===== src/rtl/spi4_chk_pkg.sv =====
package spi4_chk_pkg;

   localparam int STAT_W = 8;

   localparam int ST_SOP_GAP    = 0;
   localparam int ST_EOP_NODATA = 1;
   localparam int ST_PAY_NODATA = 2;
   localparam int ST_DIP_IDLE   = 3;
   localparam int ST_RSVD       = 4;
   localparam int ST_ADDR_NZ    = 5;
   localparam int ST_USED       = 6;

   typedef struct packed {
      logic pay;       // payload control word
      logic sop;       // payload control word opening a packet
      logic eop;       // control word closing a packet
      logic npc;       // non-payload control word
      logic idle;      // idle control word
      logic train_cw;  // training control word
      logic rsvd;      // reserved encoding
      logic addr_nz;   // non-payload control word with address bits set
   } cw_info_t;

endpackage


===== src/rtl/spi4_cw_decode.sv =====
module spi4_cw_decode
   import spi4_chk_pkg::*;
#(
   parameter int ADDR_W = 8,
   parameter int DIP_W  = 4
) (
   input  logic [3+ADDR_W+DIP_W:0] word,
   input  logic                    is_ctrl,
   output cw_info_t                info
);

   localparam int WORD_W  = 4 + ADDR_W + DIP_W;
   localparam int TYPE_B  = WORD_W - 1;
   localparam int EOPS_HI = WORD_W - 2;
   localparam int EOPS_LO = WORD_W - 3;
   localparam int SOP_B   = WORD_W - 4;
   localparam int ADDR_HI = SOP_B - 1;
   localparam int ADDR_LO = DIP_W;

   logic [ADDR_W-1:0] addr;
   logic [1:0]        eops;
   logic              quiet_hdr;
   logic              unused_dip;

   assign addr       = word[ADDR_HI:ADDR_LO];
   assign eops       = word[EOPS_HI:EOPS_LO];
   assign unused_dip = ^word[DIP_W-1:0];
   assign quiet_hdr  = (eops == 2'b00) && !word[SOP_B];

   always_comb begin
      info          = '0;
      info.pay      = is_ctrl &  word[TYPE_B];
      info.npc      = is_ctrl & ~word[TYPE_B];
      info.sop      = info.pay & word[SOP_B];
      info.eop      = is_ctrl & (eops != 2'b00);
      info.rsvd     = info.npc & word[SOP_B];
      info.train_cw = info.npc & quiet_hdr & (&addr);
      info.idle     = info.npc & quiet_hdr & (addr == '0);
      info.addr_nz  = info.npc & (addr != '0);
   end

endmodule


===== config.mk =====
export PLATFORM = sky130hd
export DESIGN_NAME = spi4_cw_decode
export DESIGN_NICKNAME = d
export VERILOG_FILES = /design/src/rtl/spi4_chk_pkg.sv /design/src/rtl/spi4_cw_decode.sv
export SDC_FILE = /design/constraint.sdc
export NUM_CORES = 1
export LEC_CHECK = 0
export BUFFER_PORTS_ARGS = -buffer_cell sky130_fd_sc_hd__buf_2
export CAP_MARGIN = 0
export CORE_AREA = 2 2 39 41
export DETAILED_ROUTE_END_ITERATION = 16
export DIE_AREA = 0 0 41 43
export PLACE_DENSITY = 0.45
export SLEW_MARGIN = 10
export SYNTH_ARGS = -nofsm -noshare
export SYNTH_HDL_FRONTEND = slang
export SYNTH_SLANG_ARGS = --single-unit
export TNS_END_PERCENT = 30

===== constraint.sdc =====
create_clock -name vclk -period 0.9
set_input_delay 0.045 -clock vclk [all_inputs]
set_output_delay 0.045 -clock vclk [all_outputs]
set_load 0.05 [all_outputs]

Yosys cells after proc, flatten, opt, wreduce, memory -nomap -nowiden

Index checks and enable logic that the tools add are counted.

Flip-flop bits (word level): 0
Input port bits: 17
Word-level logic and storage cells: 17

Bitwise logic cells: 10
Reduce and logical (&&, ||, !) cells: 7

Operators by type and width:

| cell                | count |
|---|---|
| AND 1 bit           | 9 |
| logical NOT 8 bit   | 1 |
| AND reduction 8 bit | 1 |
| nonzero test 8 bit  | 1 |
| logical NOT 2 bit   | 1 |
| nonzero test 2 bit  | 1 |
| logical AND 1 bit   | 1 |
| logical NOT 1 bit   | 1 |
| NOT 1 bit           | 1 |

Longest topological paths before layout

Depth in word-level cells: 4
Depth in mapped cells: 2

Worst setup path before layout

OpenSTA, ideal clock, no wires.

Kind: input to output
Start point: in word[14]
End point: out info[2] in the netlist's numbering
Data arrival time: 2.134 ns
Required time: 0.855 ns
Slack: -1.279 ns
Stages on the path: 2
Path buffers: 0
Cells stage by stage: or4b_1 -> nor4_1

RTL lines:

| what        | RTL line            | RTL |
|---|---|---|
| from (decl) | spi4_cw_decode.sv:7 | `input logic [3+ADDR_W+DIP_W:0] word,` |
| to (decl)   | spi4_cw_decode.sv:9 | `output cw_info_t info` |

==> flow_summary_export.csv <==
group,metric,value,unit
run_status,outcome,"finished with violations",
run_status,violations,"negative setup slack",
hold_path,hold_depth,3,
power_and_ir_drop,power_frac_comb,1.000,
drt,drtAntennaViolNets,0,
synth,synth_nets,30,
place,dp_cells,54,
power_and_ir_drop,p_switching,90.0,µW
flow_run,cap_violations,0,
drt,drt_iter0_drc,3,
critical_path,critPathLaunchType,"primary input",
sta,whs,0.454,ns
critical_path,endpoint_kind,"output pin",
synth,syn_avg_cell_area,6.93,µm²
drt,avgViaCountPerCell,4.17,
final_layout,fin_cells,54,
global_routing,grt_usage,0.0709,
final_layout,numSequentialCells,0,
drt,drcViolationCount,0,
global_routing,grt_pass1_wl,903,µm
power_and_ir_drop,switching_share,0.580,
synth,yosysSeqAreaShare,0,
drt,firstDrtPassIters,4,
die,die-height,43,µm
global_routing,overflow,0,
place,routabilityCongestion,0.658,
die,num_rows,14,
synth,synth_cell_types,8,
hold_path,hp-class,"primary input to output pin",
critical_path,worst_ep_required_time,0.85,ns
power_and_ir_drop,seq_power_share,0,
drt,num_vias,225,
critical_path,crit_path_max_fanout,2,
final_layout,final_util,0.235,
global_routing,grt_pass1_vias,209,
place,postPlaceCellArea,282,µm²
sta,drv_slew,0,
clock_tree,post_cts_buffers,0,
sta,slew_headroom,0.833,
power_and_ir_drop,ir_drop,0.000172,V
sta,final.min_clock_period,1.19,ns
power_and_ir_drop,clockPowerShare,0,
final_layout,num-fill-cells,155,
place,io_buffers,21,
final_layout,regArea,0,µm²
final_layout,final_nets,57,
clock_tree,cts_hold_repair.buffers,0,
sta,setup_viol,3,
drt,wl,582,µm
final_layout,diodes,0,
die,die_width,41,µm
die,initial_core_util,0.0651,
sta,fin_crit_sh,1.32,
final_layout,drive_gt1_frac,0.816,
synth,yosys_warnings,0,
sta,timing.final.hold_violations,0,
critical_path,arrival,1.15,ns
die,core,1380,µm²
power_and_ir_drop,p_leak,0.000161,µW
die,io_pins,25,
final_layout,synthToLayoutAreaGrowth,261,%
final_layout,clock_buffers,0,
final_layout,fin_area,325,µm²
global_routing,grt_max_degree,5,
critical_path,critical_path_class,"primary input to output pin",
die,die-area,1760,µm²
global_routing,antenna_found_initial,0,
synth,netlist_area,90.1,µm²
sta,max_slew.worst_pin.slew,0.253,ns
synth,postSynthCellCount,13,
power_and_ir_drop,p_int,65.2,µW
sta,clock.fmax,839,MHz
sta,rsz0062_at_grt,"true",
drt,post_drt_wl_per_cell,10.8,µm
power_and_ir_drop,power.density,477,nW/µm²
sta,worst_slack,-0.292,ns
## critical path: stages
cell,delay [ns]
buf_6,0.09
or4_4,0.54
nor4_4,0.27
buf_6,0.19
## area by class of cell
class                           count  area, µm²  area share
Multi-Input combinational cell     13        134       0.412
Tap cell                           16       20.0      0.0615
Timing Repair Buffer               25        171       0.527
## routing by layer
metal,vias up,part of all wire,track usage
li1,108,-,-
met1,96,0.51,0.133
met2,21,0.27,0.0813
met3,0,0.22,0.0157
met4,0,0,0
met5,-,0,0
## kinds of logic after synthesis
family / synth area share
and+or+nand+nor: 0.833
AOI/OAI and AO/OA: 0.167
## synthesized netlist by cell type
library cell	count	area share
nor4_1	2	0.14
nand4_1	2	0.14
or4b_1	1	0.11
and3_1	1	0.069
or4_1	2	0.17
o21a_1	2	0.17
and2_1	2	0.14
nor2b_1	1	0.069
## stage by stage
step | setup TNS (ns) | power [µW] | worst slack (ns)
CTS | -0.710 | 153 | -0.300
finish | -0.691 | 155 | -0.292
detailed placement | -1.16 | 140 | -0.441
global placement | -1.16 | 141 | -0.426
floorplan | -1.23 | 71.5 | -0.437
global route | -0.796 | 166 | -0.312
## placed cells by master (no fill, tap or decap)
cell and instances:
buf_2 14, buf_4 6, buf_6 5, and2_1 2, nand4_1 2, nor4_4 2
or4_4 2, o21a_1 2, nor2b_2 1, or4b_4 1, and3_1 1
## path summary, 6_finish.rpt
path	startpoint	endpoint	slack (ns)
hold / removal	word[12]	info[2]	0.45
setup / recovery	word[6]	info[3]	-0.29
## power groups by stage
| stage | registers (µW) | logic [µW] | clock network, µW |
|---|---|---|---|
| final | 0 | 155 | 0 |
| after global placement | 0 | 141 | 0 |
| after global routing | 0 | 166 | 0 |
| after floorplan | 0 | 71.5 | 0 |
| after CTS | 0 | 153 | 0 |
| after detailed placement | 0 | 140 | 0 |
## what timing repair did
action	4_1_cts	5_1_grt
pin swaps	5	0
gates resized for setup	10	3
hold endpoints to repair	0	0
endpoints found under the setup margin	3	5
No activity file was read; power rests on OpenSTA's default activity.
